File: src/rtl/otp_pkg.sv
package otp_pkg;
  typedef enum logic [1:0] {
    SEQ_IDLE    = 2'd0,
    SEQ_KEY1    = 2'd1,
    SEQ_KEY2    = 2'd2,
    SEQ_CAPTURE = 2'd3
  } seq_state_e;

  localparam logic [15:0] KEY1_ADDR  = 16'h5555;
  localparam logic [15:0] KEY2_ADDR  = 16'h2AAA;
  localparam logic [7:0]  KEY1_DATA  = 8'hAA;
  localparam logic [7:0]  KEY2_DATA  = 8'h55;
  localparam logic [7:0]  CMD_PROG   = 8'hB0;
  localparam logic [7:0]  CMD_READ   = 8'h90;
  localparam logic [7:0]  CMD_RETURN = 8'hF0;
  localparam logic [7:0]  BLANK_BYTE = 8'hFF;
endpackage

File: src/rtl/otp_cmd_decode.sv
module otp_cmd_decode
  import otp_pkg::*;
#(
  parameter int ADDR_W     = 15,
  parameter int ROW_BYTES  = 64,
  parameter int GAP_CYCLES = 16,
  localparam int IDX_W     = $clog2(ROW_BYTES),
  localparam int CNT_W     = $clog2(ROW_BYTES + 1),
  localparam int GAP_W     = $clog2(GAP_CYCLES + 1)
) (
  input  logic              clk,
  input  logic              rst_n,
  input  logic              we_i,
  input  logic [ADDR_W-1:0] addr_i,
  input  logic [7:0]        wdata_i,
  input  logic              locked_i,
  input  logic              busy_i,
  output logic              cap_we_o,
  output logic [IDX_W-1:0]  cap_idx_o,
  output logic [7:0]        cap_data_o,
  output logic              commit_o,
  output logic              rd_mode_o
);
  seq_state_e       state_q, state_d;
  logic [GAP_W-1:0] gap_q, gap_d;
  logic [CNT_W-1:0] cnt_q, cnt_d;
  logic             rd_mode_q, rd_mode_d;
  logic             acc, gap_hit, at_key1, at_key2, is_return;

  assign acc       = we_i && !busy_i;
  assign gap_hit   = (gap_q == GAP_W'(GAP_CYCLES - 1));
  assign at_key1   = (addr_i == ADDR_W'(KEY1_ADDR));
  assign at_key2   = (addr_i == ADDR_W'(KEY2_ADDR));
  assign is_return = (wdata_i == CMD_RETURN);

  assign cap_idx_o  = addr_i[IDX_W-1:0];
  assign cap_data_o = wdata_i;
  assign rd_mode_o  = rd_mode_q;

  always_comb begin
    state_d   = state_q;
    gap_d     = gap_q;
    cnt_d     = cnt_q;
    rd_mode_d = rd_mode_q;
    cap_we_o  = 1'b0;
    commit_o  = 1'b0;
    case (state_q)
      SEQ_IDLE: begin
        if (acc) begin
          if (is_return) begin
            rd_mode_d = 1'b0;
          end else if (at_key1 && wdata_i == KEY1_DATA) begin
            state_d = SEQ_KEY1;
            gap_d   = '0;
          end
        end
      end
      SEQ_KEY1: begin
        if (acc) begin
          gap_d = '0;
          if (at_key2 && wdata_i == KEY2_DATA) begin
            state_d = SEQ_KEY2;
          end else begin
            state_d = SEQ_IDLE;
            if (is_return) rd_mode_d = 1'b0;
          end
        end else if (gap_hit) begin
          state_d = SEQ_IDLE;
        end else begin
          gap_d = gap_q + GAP_W'(1);
        end
      end
      SEQ_KEY2: begin
        if (acc) begin
          gap_d   = '0;
          state_d = SEQ_IDLE;
          if (at_key1 && wdata_i == CMD_PROG && !locked_i) begin
            state_d = SEQ_CAPTURE;
            cnt_d   = '0;
          end else if (at_key1 && wdata_i == CMD_READ) begin
            rd_mode_d = 1'b1;
          end else if (is_return) begin
            rd_mode_d = 1'b0;
          end
        end else if (gap_hit) begin
          state_d = SEQ_IDLE;
        end else begin
          gap_d = gap_q + GAP_W'(1);
        end
      end
      SEQ_CAPTURE: begin
        if (acc) begin
          gap_d = '0;
          if (!addr_i[IDX_W] && cnt_q < CNT_W'(ROW_BYTES)) begin
            cap_we_o = 1'b1;
            cnt_d    = cnt_q + CNT_W'(1);
          end
        end else if (gap_hit) begin
          state_d  = SEQ_IDLE;
          commit_o = (cnt_q != '0);
        end else begin
          gap_d = gap_q + GAP_W'(1);
        end
      end
      default: state_d = SEQ_IDLE;
    endcase
  end

  always_ff @(posedge clk or negedge rst_n) begin
    if (!rst_n) begin
      state_q   <= SEQ_IDLE;
      gap_q     <= '0;
      cnt_q     <= '0;
      rd_mode_q <= 1'b0;
    end else begin
      state_q   <= state_d;
      gap_q     <= gap_d;
      cnt_q     <= cnt_d;
      rd_mode_q <= rd_mode_d;
    end
  end

  assert_byte_limit_R8: assert property (@(posedge clk) disable iff (!rst_n)
    cnt_q <= CNT_W'(ROW_BYTES));
  assert_mode_exit_R3: assert property (@(posedge clk) disable iff (!rst_n)
    $fell(rd_mode_q) |-> $past(we_i && wdata_i == CMD_RETURN));
  assert_idle_while_busy_R10: assert property (@(posedge clk) disable iff (!rst_n)
    busy_i |=> $stable(rd_mode_q));
endmodule

File: src/rtl/otp_row_store.sv
module otp_row_store
  import otp_pkg::*;
#(
  parameter int ROW_BYTES = 64,
  localparam int IDX_W    = $clog2(ROW_BYTES)
) (
  input  logic             clk,
  input  logic             rst_n,
  input  logic             cap_we_i,
  input  logic [IDX_W-1:0] cap_idx_i,
  input  logic [7:0]       cap_data_i,
  input  logic             commit_i,
  input  logic             rd_en_i,
  input  logic [IDX_W:0]   rd_addr_i,
  output logic [7:0]       rd_data_o,
  output logic             locked_o
);
  logic [ROW_BYTES-1:0][7:0] row_q, row_d;
  logic                      row_en;
  logic                      locked_q, locked_d;

  assign row_en   = cap_we_i && !locked_q;
  assign locked_d = locked_q | commit_i;
  assign locked_o = locked_q;

  always_comb begin
    row_d = row_q;
    row_d[cap_idx_i] = cap_data_i;
  end

  assign rd_data_o = (rd_en_i && !rd_addr_i[IDX_W]) ? row_q[rd_addr_i[IDX_W-1:0]] : 8'h00;

  always_ff @(posedge clk or negedge rst_n) begin
    if (!rst_n) begin
      row_q <= {ROW_BYTES{BLANK_BYTE}};
    end else if (row_en) begin
      row_q <= row_d;
    end
  end

  always_ff @(posedge clk or negedge rst_n) begin
    if (!rst_n) locked_q <= 1'b0;
    else        locked_q <= locked_d;
  end

  assert_lock_sticky_R12: assert property (@(posedge clk) disable iff (!rst_n)
    !$fell(locked_q));
  assert_row_frozen_R12: assert property (@(posedge clk) disable iff (!rst_n)
    $past(locked_q) |-> $stable(row_q));
  assert_no_capture_locked_R9: assert property (@(posedge clk) disable iff (!rst_n)
    cap_we_i |-> !locked_q);
endmodule

File: src/rtl/otp_prog_timer.sv
module otp_prog_timer #(
  parameter int PROG_CYCLES = 40,
  localparam int TMR_W      = $clog2(PROG_CYCLES + 1)
) (
  input  logic clk,
  input  logic rst_n,
  input  logic commit_i,
  output logic busy_o
);
  logic [TMR_W-1:0] tmr_q, tmr_d;

  always_comb begin
    tmr_d = tmr_q;
    if (commit_i)          tmr_d = TMR_W'(PROG_CYCLES);
    else if (tmr_q != '0)  tmr_d = tmr_q - TMR_W'(1);
  end

  always_ff @(posedge clk or negedge rst_n) begin
    if (!rst_n) tmr_q <= '0;
    else        tmr_q <= tmr_d;
  end

  assign busy_o = (tmr_q != '0);

  assert_commit_when_idle_R10: assert property (@(posedge clk) disable iff (!rst_n)
    commit_i |-> !busy_o);
  assert_busy_follows_commit_R5: assert property (@(posedge clk) disable iff (!rst_n)
    commit_i |=> busy_o);
endmodule

File: src/rtl/otp_row_ctrl.sv
module otp_row_ctrl #(
  parameter int ADDR_W      = 15,
  parameter int ROW_BYTES   = 64,
  parameter int GAP_CYCLES  = 16,
  parameter int PROG_CYCLES = 40,
  localparam int IDX_W      = $clog2(ROW_BYTES)
) (
  input  logic              clk,
  input  logic              rst_n,
  input  logic              bus_we,
  input  logic [ADDR_W-1:0] bus_addr,
  input  logic [7:0]        bus_wdata,
  output logic [7:0]        rd_data,
  output logic              read_mode,
  output logic              busy,
  output logic              locked
);
  logic [1:0]       rst_sync_q;
  logic             rst_int_n;
  logic             cap_we, commit;
  logic [IDX_W-1:0] cap_idx;
  logic [7:0]       cap_data;

  always_ff @(posedge clk or negedge rst_n) begin
    if (!rst_n) rst_sync_q <= 2'b00;
    else        rst_sync_q <= {rst_sync_q[0], 1'b1};
  end
  assign rst_int_n = rst_sync_q[1];

  otp_cmd_decode #(
    .ADDR_W(ADDR_W), .ROW_BYTES(ROW_BYTES), .GAP_CYCLES(GAP_CYCLES)
  ) u_decode (
    .clk(clk), .rst_n(rst_int_n), .we_i(bus_we), .addr_i(bus_addr),
    .wdata_i(bus_wdata), .locked_i(locked), .busy_i(busy),
    .cap_we_o(cap_we), .cap_idx_o(cap_idx), .cap_data_o(cap_data),
    .commit_o(commit), .rd_mode_o(read_mode)
  );

  otp_row_store #(.ROW_BYTES(ROW_BYTES)) u_store (
    .clk(clk), .rst_n(rst_int_n), .cap_we_i(cap_we), .cap_idx_i(cap_idx),
    .cap_data_i(cap_data), .commit_i(commit), .rd_en_i(read_mode),
    .rd_addr_i(bus_addr[IDX_W:0]), .rd_data_o(rd_data), .locked_o(locked)
  );

  otp_prog_timer #(.PROG_CYCLES(PROG_CYCLES)) u_timer (
    .clk(clk), .rst_n(rst_int_n), .commit_i(commit), .busy_o(busy)
  );
endmodule

File: config.mk
export PLATFORM = sky130hd
export DESIGN_NAME = otp_row_ctrl
export DESIGN_NICKNAME = d
export VERILOG_FILES = /design/src/rtl/otp_pkg.sv /design/src/rtl/otp_cmd_decode.sv /design/src/rtl/otp_row_store.sv /design/src/rtl/otp_prog_timer.sv /design/src/rtl/otp_row_ctrl.sv
export SDC_FILE = /design/constraint.sdc
export NUM_CORES = 1
export LEC_CHECK = 0
export CAP_MARGIN = 20
export CORE_ASPECT_RATIO = 1.4
export CORE_UTILIZATION = 28
export DETAILED_ROUTE_END_ITERATION = 12
export DONT_BUFFER_PORTS = 1
export GPL_ROUTABILITY_DRIVEN = 0
export HOLD_SLACK_MARGIN = 0.02
export MAX_ROUTING_LAYER = met4
export PLACE_DENSITY = 0.38
export SLEW_MARGIN = 25
export SYNTH_ARGS = -nofsm -noshare
export SYNTH_HDL_FRONTEND = slang
export SYNTH_SLANG_ARGS = --single-unit
File: constraint.sdc
create_clock -name clk -period 35.7 [get_ports clk]
set_input_delay 3.57 -clock clk [delete_from_list [all_inputs] [get_ports clk]]
set_output_delay 3.57 -clock clk [all_outputs]
set_load 0.03 [all_outputs]
==> key figures <==
Clock tree
  – Root buffer cell: clkbuf_16
  – PostCTS Resize Cnt: 0
  – Clock transition at the registers of the reported paths: 0.06 ns
  – CTS tree: done
  – CTS max path bufs: 3
  – Worst-skew pair later-pin latency: 0.65 ns
  – CTS Hold Bufs: 0
  – Clock sinks: 536
  – CTS Buf Count: 58
  – # Post-CTS Setup Buffers: 0
  – CTS H-tree depth: 2

Critical path
  – Worst R2R Start: u_timer.tmr_q[0]$_DFFE_PN0P_
  – CP max stage cell: a2111oi_0
  – Crit path max-delay family: compound AO/OA/AOI/OAI gates
  – Reg2reg setup slack: 32.06 ns
  – CP startpoint kind: primary input
  – R2r worst-path depth: 8
  – WP buf/inv: 0
  – CP Cell Sequence: mux2_2, a221oi_1, o22ai_1, and2_1, a2111oi_0, a41oi_1
  – CP max stage delay: 0.72 ns
  – WP depth: 6
  – Critical path class: in2out
  – Critical Path AT: 6.55 ns
  – Crit-path max FO: 160
  – CP required: 32.13 ns
  – Reg2reg end: u_store.row_q[311]$_DFFE_PN1P_
  – Worst setup EP type: primary output

Cells and area
  – Nets: 1855
  – Layout cells sized above 1: 0.692
  – Post-layout util: 0.317
  – Design area: 29400 um^2
  – Area taken by multi-input logic gates: 11800 um^2
  – Sequential standard cell area: 14100 um^2
  – Commonest cells after routing, fill and taps aside: 547 x mux2_2, 512 x dfstp_2, 77 x mux2i_1, 59 x clkbuf_16, 48 x nor2_1
  – Area added between synthesis and finish: 11.5%
  – Fillers: 9145
  – Commonest non-fill, non-tap cell in the layout: mux2_2

Synth
  – Sequential share of the synthesized area: 0.532
  – Post-synth top area cell: dfstp_2
  – Syn_area_per_cell: 14.0 um^2
  – Synthesized Nets: 1913
  – Syn Inst Count: 1881
  – Yosys reg bits: 536
  – Yosys top cell area share: 0.510
  – Synthesized area: 26400 um^2
  – Post-synthesis cell type count: 73
  – FFs w/ async S/R, synth: 1.00
  – Primary FF master, synth: dfstp_2
  – Synth top area cells: dfstp_2 51%, mux2_2 23%, nor2_8 3.0%
  – Yosys Warn Count: 0
  – Post-synth EDFFs: 0

Floorplanning
  – DIE AREA: 95500 um^2
  – I/O pins: 37
  – Core Area: 93000 um^2
  – Initial core utilization: 0.284
  – Die width: 262 um
  – Die Y: 365 um
  – Placement Rows: 132

Worst hold path
  – Hold wc startpoint: rst_sync_q[0]$_DFF_PN0_
  – Worst Hold Depth: 0
  – Worst Hold Class: reg2reg
  – Hold EP: rst_sync_q[1]$_DFF_PN0_

Power
  – Peak supply drop: 0.0371 mV
  – Leak Pwr: 12.3 nW
  – Pwr Density: 42.6 nW/um^2

Global route
  – Initial antenna violation count: 0
  – Vias in the first global route: 17232
  – Pin count of the biggest net entering global routing: 165
  – Overflow after GRT: 0
  – First-pass GRT wire length: 134 mm
  – GR Util All Layers: 0.202

Drt
  – Vias: 16174
  – Post-route DRC: 0
  – Wire length per cell: 30.1 um
  – Post-route antenna net violation count: 0
  – DR iter-0 viols: 925
  – WL final: 92.5 mm
  – Vias per cell: 5.26
  – Pre-antenna DRT Iters: 5

Timing
  – Final Setup Violations: 0
  – Post-route clock period utilization: 0.283
  – Setup ws final: 25.58 ns
  – Final Max Slew Viols: 0
  – Final Critical Period: 10.12 ns
  – FMAX: 0.0988 GHz
  – TNS Setup: 0 ns
  – Worst slew margin: 0.261
  – Clk_skew: 0.0207 ns
  – RSZ-0062 raised after global routing: false
  – Worst-Margin Slew: 1.11 ns
  – Final hold vios: 0

Placed design
  – Placed Area: 27600 um^2
  – DP Worst Slack: 25.80 ns
  – HPWL after DPL: 58.4 mm
  – IO buf count: 0

Job
  – Max-cap violation count: 0

Outcome
  – Status: finished, final reports clean
## layout make-up
type,count,share of cell area
Inverter,10,0.00128
Clock buffer,95,0.0605
Multi-Input combinational cell,1192,0.400
Timing Repair Buffer,25,0.00731
Clock inverter,11,0.00225
Antenna cell,2,0.000170
Sequential cell,536,0.478
Tap cell,1206,0.0513
## cell families after synthesis
family / after synthesis / synth area share
other cells: 1 / 0.000142
fa+ha+maj: 6 / 0.00284
buf+inv: 153 / 0.0250
compound gates: 272 / 0.0724
xor+xnor: 2 / 0.000664
mux: 667 / 0.293
flops: 536 / 0.532
simple gates: 244 / 0.0735
## sequential cells by signal, indices dropped and copies added, names as in the netlist
| register | cells |
|---|---|
| u_store.row_q | 512 |
| u_decode.cnt_q | 7 |
| u_timer.tmr_q | 6 |
| u_decode.gap_q | 5 |
| rst_sync_q | 2 |
| u_decode.state_q | 2 |
| u_decode.rd_mode_o | 1 |
| u_store.locked_o | 1 |
## power breakdown
part           switching [mW]  internal, mW
sequential            0.00176         0.611
combinational          0.0321        0.0116
clock                   0.260         0.338
total                   0.294         0.961
## worst max-delay path by stage
stage | start | to | slack, ns
after floorplan | rst_sync_q[1]$_DFF_PN0_ | u_decode.cnt_q[0]$_DFFE_PN0P_ | 20.55
after global placement | bus_addr[1] | rd_data[2] | 25.63
after detailed placement | bus_addr[1] | rd_data[2] | 25.80
after CTS | bus_addr[1] | rd_data[2] | 25.75
after global routing | bus_addr[1] | rd_data[2] | 25.65
final | bus_addr[2] | rd_data[2] | 25.58
## cell usage after synthesis (all sizes together), types with 8 or more instances
library cell  instances
nor3                  8
nand2b                9
mux4                 29
dfrtp                24
o22ai                28
a221o                 9
dfstp               512
nor2                 94
a31oi                 9
nor2b                10
o21ai                43
nand2                58
a22oi                42
mux2i                77
nand3                11
a221oi               43
a21oi                44
inv                  10
clkbuf               84
buf                  59
mux2                561
## metal layers
layer,share of wire,track usage,vias up
met5,0,-,-
met1,0.42,0.241,8832
met2,0.51,0.345,334
met3,0.036,0.0290,140
met4,0.037,0.0715,0
li1,-,-,6868
## through the flow
stage,cells,power (mW),hold slack [ns]
6_report,3077,1.26,0.352
5_1_grt,3075,1.30,0.356
4_1_cts,3075,1.28,0.356
3_5_place_dp,2969,0.666,0.340
3_3_place_gp,2966,0.665,0.337
2_1_floorplan,1881,0.661,0.331
(Power assumes the default switching activity.)
